--- src/rtl/prioPkg.sv ---
package prioPkg;
  // Strobes from the enable/chain control to the index datapath of one cell.
  typedef struct packed {
    logic live;  // cell enabled
    logic hit;   // cell enabled and holding at least one request
  } cellStrobe_t;
endpackage

--- src/rtl/prioPath.sv ---
module prioPath #(
  parameter int REQ_W = 8,
  localparam int IDX_W = $clog2(REQ_W)
) (
  input  logic [REQ_W-1:0]     reqN,
  input  prioPkg::cellStrobe_t strb,
  output logic                 anyReq,
  output logic [IDX_W-1:0]     codeN
);
  logic [IDX_W-1:0] topIdx;

  // Upward scan: a later (higher) asserted line overrides an earlier one.
  always_comb begin
    topIdx = '0;
    for (int i = 0; i < REQ_W; i++) begin
      if (!reqN[i]) topIdx = IDX_W'(i);
    end
  end

  assign anyReq = ~&reqN;
  assign codeN  = (strb.live && strb.hit) ? ~topIdx : '1;
endmodule

--- src/rtl/prioCtl.sv ---
module prioCtl (
  input  logic                 enN,
  input  logic                 anyReq,
  output prioPkg::cellStrobe_t strb,
  output logic                 grpN,
  output logic                 enOut
);
  always_comb begin
    strb.live = !enN;
    strb.hit  = !enN && anyReq;
  end

  assign grpN  = !strb.hit;
  assign enOut = !(strb.live && !anyReq);
endmodule

--- src/rtl/prioCell.sv ---
module prioCell #(
  parameter int REQ_W = 8,
  localparam int IDX_W = $clog2(REQ_W)
) (
  input  logic [REQ_W-1:0] reqN,
  input  logic             enN,
  output logic [IDX_W-1:0] codeN,
  output logic             grpN,
  output logic             enOut
);
  prioPkg::cellStrobe_t strb;
  logic                 anyReq;

  prioPath #(.REQ_W(REQ_W)) uPath (
    .reqN(reqN), .strb(strb), .anyReq(anyReq), .codeN(codeN)
  );

  prioCtl uCtl (
    .enN(enN), .anyReq(anyReq), .strb(strb), .grpN(grpN), .enOut(enOut)
  );
endmodule

--- src/rtl/prioCascade.sv ---
module prioCascade #(
  parameter int LANE_W = 8,
  localparam int IDX_W  = $clog2(LANE_W),
  localparam int CODE_W = IDX_W + 1,
  localparam int REQ_W  = 2 * LANE_W
) (
  input  logic [REQ_W-1:0]  reqN,
  input  logic              enN,
  output logic [CODE_W-1:0] code,
  output logic              grpN,
  output logic              enOut
);
  // Index 1 is the upper (higher-priority) cell, index 0 the lower one.
  logic [IDX_W-1:0] cellCodeN [2];
  logic [1:0]       cellGrpN;
  logic [2:0]       chainEn;   // chainEn[2] feeds the upper cell

  assign chainEn[2] = enN;

  for (genvar c = 1; c >= 0; c--) begin : gCell
    prioCell #(.REQ_W(LANE_W)) uCell (
      .reqN (reqN[c*LANE_W +: LANE_W]),
      .enN  (chainEn[c+1]),
      .codeN(cellCodeN[c]),
      .grpN (cellGrpN[c]),
      .enOut(chainEn[c])
    );
  end

  assign code[IDX_W-1:0] = ~(cellCodeN[1] & cellCodeN[0]);
  assign code[IDX_W]     = ~cellGrpN[1];
  assign grpN            = &cellGrpN;
  assign enOut           = chainEn[0];
endmodule

--- config.mk ---
export PLATFORM = sky130hd
export DESIGN_NAME = prioCascade
export DESIGN_NICKNAME = d
export VERILOG_FILES = /design/src/rtl/prioPkg.sv /design/src/rtl/prioPath.sv /design/src/rtl/prioCtl.sv /design/src/rtl/prioCell.sv /design/src/rtl/prioCascade.sv
export SDC_FILE = /design/constraint.sdc
export NUM_CORES = 1
export LEC_CHECK = 0
export BUFFER_PORTS_ARGS = -buffer_cell sky130_fd_sc_hd__buf_2
export CAP_MARGIN = 20
export CORE_AREA = 5 5 42 44
export DETAILED_ROUTE_END_ITERATION = 10
export DIE_AREA = 0 0 47 49
export PLACE_DENSITY = 0.43
export SYNTH_ARGS = -nofsm -noshare
export SYNTH_HDL_FRONTEND = slang
export SYNTH_SLANG_ARGS = --single-unit
export TNS_END_PERCENT = 20
--- constraint.sdc ---
create_clock -name vclk -period 0.8
set_input_delay 0.04 -clock vclk [all_inputs]
set_output_delay 0.04 -clock vclk [all_outputs]
set_load 0.005 [all_outputs]
# After elaboration in Yosys (flattened, before gate mapping)
# Index checks and enable logic that the tools add are counted.
[op_classes]
muxes = 16
bitwise_logic = 4
reduce_logical = 15
[ops]
columns = ["cell", "count"]
rows = [
  ["$mux 3", 14],
  ["$reduce_and 8->1", 2],
  ["$not 3->3", 3],
  ["$logic_and 1x1->1", 6],
  ["$logic_not 1->1", 6],
  ["$and 3x3->3", 1],
  ["$mux 1", 2],
  ["$reduce_and 2->1", 1],
]
[word_totals]
reg_bits = 0
input_bits = 17
elab_cells = 35

# Longest topological paths before layout
# Gate-level depths: netlist of the first run.
[logic_depth]
depth_word = 11
ltp_mapped = 4

# Cells and area by module
# A second synthesis of the first run with hierarchy kept.
[unflattened]
hier_cells = 41
hier_area_um2 = 219.0
[modules_own_cells]
columns = ["module", "instances", "cells_each", "area_per_inst_um2"]
rows = [
  ["prioPath", 2, 14, 76.3],
  ["prioCtl", 2, 4, 22.5],
  ["prioCascade", 1, 5, 21.3],
]

# Worst setup path before layout of the first run
# OpenSTA, ideal clock, no wires.
[synth_timing]
kind = "input to output"
startpoint = "input reqN[12]"
endpoint = "output grpN"
arrival_time_ps = 644
path_slack_ps = 116
stages = 4
n_path_buf = 0
path_cell_list = "nand4_1 nor2_1 or2_2 and2_1"
[synth_between]
elab_chain_cells = 5
word_cells_on_any_way = 8
[synth_lines]
columns = ["item", "line", "text"]
rows = [
  ["from (decl)", "prioCascade.sv:7", "input logic [REQ_W-1:0] reqN,"],
  ["$reduce_and 8->1 *", "prioPath.sv:20", "assign anyReq = ~&reqN;"],
  ["$logic_not 1->1 or $logic_and 1x1->1 (tied branches)", "prioPath.sv:20, prioCtl.sv:14", ""],
  ["$logic_and 1x1->1", "prioCtl.sv:10", "strb.hit = !enN && anyReq;"],
  ["$logic_not 1->1", "prioCtl.sv:13", "assign grpN = !strb.hit;"],
  ["$reduce_and 2->1 *", "prioCascade.sv:32", "assign grpN = &cellGrpN;"],
  ["to (decl)", "prioCascade.sv:10", "output logic grpN,"],
]
# Every way passes the cells marked *; elsewhere a longest branch is shown, timed or not.

# Worst setup path after layout of the first run
[layout_timing]
startpoint = "input reqN[13]"
endpoint = "output code[1]"
[layout_between]
elab_chain_cells = 7
word_cells_on_any_way = 15
[layout_lines]
columns = ["item", "line", "text"]
rows = [
  ["$reduce_and 8->1 or $mux 3 (tied branches)", "prioPath.sv:20, prioPath.sv:16", ""],
  ["$logic_not 1->1 (tied with other cells)", "prioPath.sv:20", ""],
  ["$logic_and 1x1->1 or $mux 3 (tied branches)", "prioCtl.sv:10, prioPath.sv:16", ""],
  ["$logic_and 1x1->1 or $not 3->3 (tied branches)", "prioPath.sv:21", "assign codeN = (strb.live && strb.hit) ? ~topIdx : '1;"],
  ["$mux 3", "prioPath.sv:21", ""],
  ["$and 3x3->3 *", "prioCascade.sv:30", "assign code[IDX_W-1:0] = ~(cellCodeN[1] & cellCodeN[0]);"],
  ["$not 3->3 *", "prioCascade.sv:30", ""],
  ["to (decl)", "prioCascade.sv:9", "output logic [CODE_W-1:0] code,"],
]
# Marks and branches as above.

==> parameters.txt, run 1 <==
Parameter                              Value

Status
  Result of the run ... finished with violations
  Violations in the final reports ... setup timing

Place
  Quantity of I/O buffers inserted on ports ... 23
  Routability-driven placement congestion ratio ... 0.607
  HPWL after DPL ... 683 um
  Inst Count DP ... 82
  Post-DP Area ... 388 sq um

Die
  Overall die height ... 49 um
  X dimension of the die ... 47 um
  Number of core rows ... 14
  Core region area ... 0.00140 sq mm
  Starting density of the core ... 12.7%
  Die outline area ... 0.00230 sq mm
  Count of boundary I/O pins ... 23

Worst setup path
  Termination of the worst setup path ... code[1]
  Kind of start point of the critical path ... input port
  Worst setup path startpoint ... reqN[13]
  Category of the most critical setup path ... in2out
  Arrival time at the worst endpoint ... 0.88 ns
  Standard cell with the maximum stage delay on the critical path ... sky130_fd_sc_hd__nor3_4
  Sort of element at the end of the critical path ... output port
  Stage delay of the slowest cell on the critical path ... 0.20 ns
  Crit path required time ... 0.76 ns
  Maximum fanout along the worst path ... 3
  Cell-by-cell listing of the critical path ... buf_6 > nand4_1 > nor3_4 > o21ai_2 > o22ai_1 > buf_2

Final layout
  Seq_cells ... 0
  Syn-to-layout area delta ... 155%
  Area occupied by registers ... 0 sq um
  Layout net count ... 86
  Non-filler instance count after layout ... 83
  Filler cells ... 169
  Number of inserted diodes ... 0
  Number of clock-tree buffers in the layout ... 0
  Total area of multi-input combinational cells ... 179 sq um
  Layout cell share with drive strength beyond 1 ... 59.7%
  Final standard cell area without fillers ... 453 sq um

Synth
  Post-synthesis compound-gate area fraction ... 40.1%
  Library cell with the largest summed area after synthesis ... sky130_fd_sc_hd__a31oi_1
  Leading post-synthesis cells by instance count ... 6 x sky130_fd_sc_hd__inv_1, 5 x sky130_fd_sc_hd__nand2_1, 4 x sky130_fd_sc_hd__a31oi_1, 4 x sky130_fd_sc_hd__o21ai_0
  Yosys warning total ... 0
  Area of the mapped netlist ... 178 sq um
  Number of cells produced by synthesis ... 33
  Area share of the largest cell type after synthesis ... 14.1%
  Most frequently used cell type in the post-synthesis netlist ... sky130_fd_sc_hd__inv_1
  Combinational family with the most area after synthesis ... simple AND/OR/NAND/NOR gates
  Area share of xor/xnor cells in the synthesized design ... 0%
  Register area share after synthesis ... 0%
  Simple-gate area share of the yosys netlist ... 47.2%
  Count of unique library cells instantiated by Yosys ... 13
  Adder-cell share of the synthesized area ... 0%
  Mean instance size in the synthesized netlist ... 5.38 sq um
  Largest cells by area after synthesis ... sky130_fd_sc_hd__a31oi_1 14%, sky130_fd_sc_hd__inv_1 13%, sky130_fd_sc_hd__o21ai_0 11%
  Syn nets ... 50
  Fraction of synthesized area in multiplexers ... 0%

Drt
  Per-cell via count in the routed design ... 4.27
  Number of vias after detailed routing ... 354
  Number of design rule violations left after detail routing ... 0
  Iteration count of the initial detailed-routing pass ... 4
  Detailed Route Iter0 Violations ... 4
  Average wire per standard cell ... 9.78 um
  Wire length after detailed routing ... 812 um
  Count of nets left with antenna violations after detail routing ... 0

Timing
  Unrepaired setup endpoints after global routing ... yes
  Pins over their slew limit ... 0
  Total of endpoints with negative setup slack in the final report ... 6
  Final critical path time including I/O delays and setup ... 0.922 ns
  Final worst slack ... -0.122 ns
  Timing-limited maximum frequency ... 1080 MHz
  Worst-Margin Slew ... 0.215 ns
  Total count of hold-check failures in the final report ... 0
  Hold WS ... 0.376 ns
  Headroom to the max-slew limit ... 85.6%
  Tcrit/Tclk final ... 115%

Flow run
  Max Cap Viol ... 0

GRT
  Antenna violations before repair ... 0
  Maximum number of pins on one net before global-route repair ... 5
  Via count of the first global-routing pass ... 333
  Global-route wire length before repair ... 1.30 mm
  Global route total overflow ... 0
  Combined global-route utilization of all metal layers ... 6.95%

Worst hold path
  Hold Crit Class ... in2out
  Number of cells traversed by the worst hold path ... 3

Power and ir drop
  IR drop worst, VDD ... 0.112 mV
  PwrDens ... 396 mW/mm^2
  Total leakage power ... 0.240 nW
layer usage:
metal	GRT usage (%)	wire length, um	vias up
met2	12.4	437	7
li1	-	-	189
met3	0.369	53	0
met5	0	0	-
met4	0	0	0
met1	9.37	322	158
placed cells by master (no fill, tap or decap):
cell type	count
sky130_fd_sc_hd__and2_1	1
sky130_fd_sc_hd__nor2_1	3
sky130_fd_sc_hd__o22ai_1	2
sky130_fd_sc_hd__nand2_1	4
sky130_fd_sc_hd__a31oi_1	4
sky130_fd_sc_hd__o21ai_2	1
sky130_fd_sc_hd__nor3_4	1
sky130_fd_sc_hd__buf_2	17
sky130_fd_sc_hd__buf_4	12
sky130_fd_sc_hd__inv_1	6
sky130_fd_sc_hd__nand2_2	1
sky130_fd_sc_hd__a21oi_2	1
sky130_fd_sc_hd__o21ai_0	4
sky130_fd_sc_hd__nand4_1	3
sky130_fd_sc_hd__or2_4	1
sky130_fd_sc_hd__nand4_4	1
sky130_fd_sc_hd__buf_6	5
stage by stage:
step / TNS, ns / total power [mW] / setup WS (ns) / utilization (%)
floorplan: 0 / 0.0426 / 0.116 / -
global placement: -0.577 / 0.152 / -0.168 / 27.7
detailed placement: -0.557 / 0.155 / -0.156 / 27.7
CTS: -0.517 / 0.180 / -0.121 / 31.7
global route: -0.856 / 0.198 / -0.181 / 32.3
finish: -0.527 / 0.179 / -0.122 / 32.3
where the power goes:
group / switching, mW / internal, mW
Clock: 0 / 0
Sequential: 0 / 0
Combinational: 0.0752 / 0.104
Total: 0.0752 / 0.104
cell type report:
type	count	area share (%)
inverter	6	4.97
tap	16	4.42
multi-input combinational	27	39.5
timing repair buffer	34	51.1
kinds of logic after synthesis:
kind of cell	count (synthesis)
and+or+nand+nor	15
AOI/OAI and AO/OA	12
buffers and inverters	6
critical path: cells and delay by family:
family	cells	cell delay [ns]
AOI/OAI and AO/OA	2	0.24
buffers and inverters	2	0.21
and+or+nand+nor	2	0.39
worst min-delay path by stage:
| stage | endpoint | startpoint |
|---|---|---|
| floorplan | code[2] | enN |
| global placement | code[2] | enN |
| detailed placement | code[2] | enN |
| CTS | code[2] | enN |
| global route | code[2] | enN |
| finish | code[2] | enN |
what timing repair did:
| item | in CTS | in global routing |
|---|---|---|
| resized for setup | 9 | 2 |
| buffers inserted | 1 | 0 |
| gates cloned | 0 | 0 |
| pin swaps | 5 | 1 |
| hold buffers | 0 | 0 |
| endpoints found under the setup margin | 6 | 6 |
(Power assumes the default switching activity.)
==> run 2: changes to the inputs <==
BUFFER_PORTS_ARGS = unset   (was -buffer_cell sky130_fd_sc_hd__buf_2)
DONT_BUFFER_PORTS = 1   (was unset)
PLACE_DENSITY = 0.3   (was 0.43)
==> run 2 against run 1 <==
- the run now ends clean
- design area decreased by 54%
- non-clock buffer count decreased by 34
- critical path depth decreased by 2
- count of clock-buffer cells in the layout unchanged
- first-iteration DRC count decreased by 50%
- critical path type unchanged
==> parameters.txt, run 2 (synthesis results as in run 1) <==
Parameter                              Value

Power and ir drop
  IR drop worst, VDD ... 0.0595 mV (-47%)
  Net Switching ... 0.0308 mW (-59%)
  Share of total power in the clock network ... 0% (unchanged)
  Total leakage power ... 0.0825 nW (-66%)
  Sequential power share ... 0% (unchanged)
  PwrDens ... 265 mW/mm^2 (-33%)
  Cell-internal power ... 0.0249 mW (-76%)
  Overall power of the completed layout ... 0.0556 mW (-69%)
  Part of the total power dissipated in combinational logic ... 100.0% (about the same)
  Sw Share ... 55.3% (+13 points)

Worst setup path
  Kind of start point of the critical path ... input port
  Stage delay of the slowest cell on the critical path ... 0.31 ns (+0.11 ns)
  Category of the most critical setup path ... in2out
  Number of buffer and inverter instances along the worst setup path ... 0 (-2)
  Maximum fanout along the worst path ... 4 (+1)
  Arrival time at the worst endpoint ... 0.70 ns (-0.18 ns)
  Dominant delay contributor by cell family on the critical path ... simple AND/OR/NAND/NOR gates
  Standard cell with the maximum stage delay on the critical path ... sky130_fd_sc_hd__or2_2
  Sort of element at the end of the critical path ... output port
  Cell-by-cell listing of the critical path ... nand4_1 > nor2_1 > or2_2 > and2_1
  Crit path required time ... 0.76 ns (about the same)

GRT
  Global route total overflow ... 0 (unchanged)
  Via count of the first global-routing pass ... 247 (-26%)
  Fraction of met3 tracks used by global routing ... 1.48% (+1.1 points)
  Met1 Track Usage GR ... 6.74% (-2.6 points)
  Maximum number of pins on one net before global-route repair ... 5 (unchanged)
  Met2 layer usage reported by global route ... 9.73% (-2.7 points)
  Most used routing layer in global routing ... met2
  Antenna violations before repair ... 0 (unchanged)
  Combined global-route utilization of all metal layers ... 5.47% (-1.5 points)
  Global-route wire length before repair ... 1.01 mm (-23%)

Die
  Overall die height ... 49 um (unchanged)
  Count of boundary I/O pins ... 23 (unchanged)
  X dimension of the die ... 47 um (unchanged)
  Starting density of the core ... 12.7% (unchanged)
  Core region area ... 0.00140 sq mm (unchanged)
  Die outline area ... 0.00230 sq mm (unchanged)
  Number of core rows ... 14 (unchanged)

Drt
  Per-cell via count in the routed design ... 4.78 (+12%)
  Iteration count of the initial detailed-routing pass ... 2 (-2)
  Average wire per standard cell ... 12.6 um (+29%)
  Wire length after detailed routing ... 619 um (-24%)
  Number of design rule violations left after detail routing ... 0 (unchanged)
  Detailed Route Iter0 Violations ... 2 (-2)
  Number of vias after detailed routing ... 234 (-34%)
  Count of nets left with antenna violations after detail routing ... 0 (unchanged)

Final layout
  Leading cell type in the layout, fill and taps excluded ... sky130_fd_sc_hd__inv_1
  Area occupied by registers ... 0 sq um (unchanged)
  Filler cells ... 172 (+1.8%)
  Syn-to-layout area delta ... 18.3%
  Layout net count ... 52 (-40%)
  Seq_cells ... 0 (unchanged)
  Number of inserted diodes ... 0 (unchanged)
  Layout cell share with drive strength beyond 1 ... 18.2% (-42 points)
  Leading cell types in the layout, fill and taps excluded ... 6 x sky130_fd_sc_hd__inv_1, 5 x sky130_fd_sc_hd__nand2_1, 4 x sky130_fd_sc_hd__a31oi_1, 4 x sky130_fd_sc_hd__o21ai_0
  Number of clock-tree buffers in the layout ... 0 (unchanged)

Timing
  Unrepaired setup endpoints after global routing ... yes
  Tcrit/Tclk final ... 93.0% (-22 points)
  Total of endpoints with negative setup slack in the final report ... 0 (-6)
  Pins over their slew limit ... 0 (unchanged)
  Fin Setup TNS ... 0 ns (+0.527 ns)
  Final critical path time including I/O delays and setup ... 0.744 ns (-0.179 ns)
  Timing-limited maximum frequency ... 1340 MHz (+24%)
  Hold WS ... 0.117 ns (-0.259 ns)
  Headroom to the max-slew limit ... 86.4% (+0.80 points)
  Worst-Margin Slew ... 0.203 ns (-0.0123 ns)
  Total count of hold-check failures in the final report ... 0 (unchanged)

Clock network
  Number of buffers inserted for hold repair after clock tree synthesis ... 0 (unchanged)
  Post CTS Setup Buffer Count ... 0 (-1)
  Post_cts resized ... 0 (-9)

Status
  Result of the run ... finished clean

Place
  Routability-driven placement congestion ratio ... 0.632 (+4.1%)
  HPWL after DPL ... 596 um (-13%)
  Quantity of I/O buffers inserted on ports ... 0 (-100%)

Flow run
  Max Cap Viol ... 0 (unchanged)

Worst hold path
  Hold Crit Class ... in2out
==> run 2: changes by cell type in the layout (fill, tap and decap cells not counted), moves of 2 or more <==
cell / previous run / this run
sky130_fd_sc_hd__o22ai_2: 0 / 2
sky130_fd_sc_hd__buf_2: 17 / 0
sky130_fd_sc_hd__buf_6: 5 / 0
sky130_fd_sc_hd__o22ai_1: 2 / 0
sky130_fd_sc_hd__buf_4: 12 / 0
==> run 2: power by group through the flow <==
stage | Combinational [mW] | Sequential [mW] | Clock, mW
final | 0.0556 | 0 | 0
after global placement | 0.0519 | 0 | 0
after CTS | 0.0520 | 0 | 0
after global routing | 0.0650 | 0 | 0
after floorplan | 0.0426 | 0 | 0
after detailed placement | 0.0516 | 0 | 0
==> run 2: path summary, 6_finish.rpt <==
kind                     start  endpoint  slack (ns)  cells past startpoint
worst max-delay path  reqN[12]      grpN        0.06                      4
worst min-delay path       enN   code[2]        0.12                      1
==> run 2: cell type report <==
type / count / area (sq um) / area share (%)
multi-input cells: 27 / 168 / 79.8
inverters: 6 / 22.5 / 10.7
well taps: 16 / 20.0 / 9.52
==> run 2: stage by stage <==
stage / utilization (%) / setup WS, ns / cells / cell area [sq um]
finish: 15.0 / 0.0563 / 49 / 210
global route: 15.0 / -0.0220 / 49 / 210
CTS: 14.1 / 0.0339 / 49 / 198
detailed placement: 14.1 / 0.0342 / 49 / 198
global placement: 14.1 / 0.0368 / 49 / 198
floorplan: - / 0.116 / 33 / 178
==> run 2: metal layers <==
layer | vias to the layer above | share of wire, % | wire, um
li1 | 122 | - | -
met1 | 99 | 34 | 208
met2 | 13 | 52 | 319
met3 | 0 | 15 | 91
met4 | 0 | 0 | 0
met5 | - | 0 | 0
==> run 3: changes to the inputs <==
CORE_AREA = 2 2 39 41   (was 5 5 42 44)
DIE_AREA = 0 0 41 43   (was 0 0 47 49)
REMOVE_ABC_BUFFERS = 1   (was unset)
==> run 3 against run 2 <==
- routed wire length decreased by 6.5%
- largest cell class unchanged
- largest power group unchanged
- design area increased by 1.2%
- global-route usage increased by 0.22 points
- first-iteration DRC count decreased by 100%
- sequential share of layout area unchanged
- total power decreased by 0.13%
- via count increased by 1.7%
- highest routed layer unchanged
==> parameters.txt, run 3 (synthesis results as in run 1) <==
Parameter                              Value

Status
  Result of the run ... finished clean

Final layout
  Layout net count ... 52 (unchanged)
  Syn-to-layout area delta ... 19.7%
  Number of clock-tree buffers in the layout ... 0 (unchanged)
  Number of inserted diodes ... 0 (unchanged)
  Leading cell types in the layout, fill and taps excluded ... 6 x sky130_fd_sc_hd__inv_1, 5 x sky130_fd_sc_hd__nand2_1, 4 x sky130_fd_sc_hd__a31oi_1, 4 x sky130_fd_sc_hd__o21ai_0
  Leading cell type in the layout, fill and taps excluded ... sky130_fd_sc_hd__inv_1
  Area occupied by registers ... 0 sq um (unchanged)
  Total area of multi-input combinational cells ... 170 sq um (+1.5%)
  Seq_cells ... 0 (unchanged)
  Layout cell share with drive strength beyond 1 ... 15.2% (-3.0 points)
  Share of the core filled with cells ... 15.4% (+0.37 points)
  Filler cells ... 158 (-8.1%)

Worst setup path
  Cell-by-cell listing of the critical path ... nand4_1 > nor3_4 > o21ai_2 > o22ai_1
  Crit path required time ... 0.76 ns (about the same)
  Category of the most critical setup path ... in2out
  Stage delay of the slowest cell on the critical path ... 0.21 ns (-0.10 ns)
  Kind of start point of the critical path ... input port
  Sort of element at the end of the critical path ... output port
  Arrival time at the worst endpoint ... 0.72 ns (+0.02 ns)
  Standard cell with the maximum stage delay on the critical path ... sky130_fd_sc_hd__o22ai_1
  Maximum fanout along the worst path ... 4 (unchanged)

Timing
  Worst-Margin Slew ... 0.218 ns (+0.0154 ns)
  Timing-limited maximum frequency ... 1310 MHz (-2.8%)
  Tcrit/Tclk final ... 95.6% (+2.6 points)
  Hold WS ... 0.117 ns (+0.000532 ns)
  Pins over their slew limit ... 0 (unchanged)
  Total of endpoints with negative setup slack in the final report ... 0 (unchanged)
  Headroom to the max-slew limit ... 85.4% (-1.0 points)
  Fin Setup TNS ... 0 ns (unchanged)
  Unrepaired setup endpoints after global routing ... yes
  Final critical path time including I/O delays and setup ... 0.765 ns (+0.0211 ns)
  Total count of hold-check failures in the final report ... 0 (unchanged)

Power and ir drop
  Share of total power in the clock network ... 0% (unchanged)
  Sw Share ... 54.8% (-0.54 points)
  Part of the total power dissipated in combinational logic ... 100.0% (about the same)
  PwrDens ... 261 mW/mm^2 (-1.3%)
  Net Switching ... 0.0304 mW (-1.1%)
  Cell-internal power ... 0.0251 mW (+1.1%)
  Sequential power share ... 0% (unchanged)
  Overall power of the completed layout ... 0.0555 mW (-0.13%)
  IR drop worst, VDD ... 0.0754 mV (+27%)
  Total leakage power ... 0.0882 nW (+6.9%)

Die
  Count of boundary I/O pins ... 23 (unchanged)
  Overall die height ... 43 um (-12%)
  X dimension of the die ... 41 um (-13%)
  Core region area ... 0.00138 sq mm (-1.2%)
  Number of core rows ... 14 (unchanged)
  Starting density of the core ... 12.8% (+0.16 points)
  Die outline area ... 0.00176 sq mm (-23%)

Clock network
  Number of buffers inserted for hold repair after clock tree synthesis ... 0 (unchanged)
  Post_cts resized ... 0 (unchanged)
  Post CTS Setup Buffer Count ... 0 (unchanged)

GRT
  Fraction of met3 tracks used by global routing ... 1.05% (-0.43 points)
  Combined global-route utilization of all metal layers ... 5.69% (+0.22 points)
  Via count of the first global-routing pass ... 194 (-21%)
  Global route total overflow ... 0 (unchanged)
  Met1 Track Usage GR ... 7.59% (+0.86 points)
  Met2 layer usage reported by global route ... 9.69% (-0.041 points)
  Antenna violations before repair ... 0 (unchanged)
  Maximum number of pins on one net before global-route repair ... 5 (unchanged)
  Global-route wire length before repair ... 738 um (-27%)
  Most used routing layer in global routing ... met2

Drt
  Iteration count of the initial detailed-routing pass ... 1 (-1)
  Average wire per standard cell ... 11.8 um (-6.5%)
  Wire length after detailed routing ... 579 um (-6.5%)
  Per-cell via count in the routed design ... 4.86 (+1.7%)
  Number of design rule violations left after detail routing ... 0 (unchanged)
  Detailed Route Iter0 Violations ... 0 (-2)
  Count of nets left with antenna violations after detail routing ... 0 (unchanged)
  Number of vias after detailed routing ... 238 (+1.7%)

Worst hold path
  Number of cells traversed by the worst hold path ... 1 (unchanged)
  Min-delay src ... enN
  Hold Crit Class ... in2out
  Hold EP ... code[2]

Flow run
  Max Cap Viol ... 0 (unchanged)

Place
  Routability-driven placement congestion ratio ... 0.583 (-7.7%)
  HPWL after DPL ... 544 um (-8.8%)
  Quantity of I/O buffers inserted on ports ... 0 (unchanged)
[run 3: cell counts in the layout (fill, tap and decap cells not counted)]
No cell type changed its count.
[run 3: how the worst max path moves through the flow]
| stage | from | cells past startpoint | end |
|---|---|---|---|
| after floorplan | reqN[12] | 4 | grpN |
| after global placement | reqN[11] | 4 | code[0] |
| after detailed placement | reqN[11] | 4 | code[0] |
| after CTS | reqN[11] | 4 | code[0] |
| after global routing | reqN[14] | 4 | code[0] |
| final | reqN[14] | 4 | code[0] |
[run 3: worst max-delay path: cells and delay by family]
family	cells	cell delay, ns
AOI/OAI and AO/OA	2	0.31
and+or+nand+nor	2	0.37
[run 3: area by class of cell]
class / count / share of cell area (%)
Multi-Input combinational cell: 27 / 80.0
Inverter: 6 / 10.6
Tap cell: 16 / 9.41
[run 3: power groups by stage]
stage	clock (mW)	sequential, mW	combinational (mW)
finish	0	0	0.0555
global route	0	0	0.0639
CTS	0	0	0.0515
detailed placement	0	0	0.0514
global placement	0	0	0.0508
floorplan	0	0	0.0426
[run 3: through the flow]
stage,instance area [sq um],std cells,setup slack [ns]
CTS,198,49,0.0241
floorplan,178,33,0.116
finish,213,49,0.0352
detailed placement,198,49,0.0316
global route,213,49,-0.0328
global placement,198,49,0.0281
[run 3: per-layer routing]
metal / up-vias / part of all wire [%]
met5: - / 0
met4: 0 / 0
met3: 0 / 15
met2: 17 / 42
met1: 100 / 43
li1: 121 / -
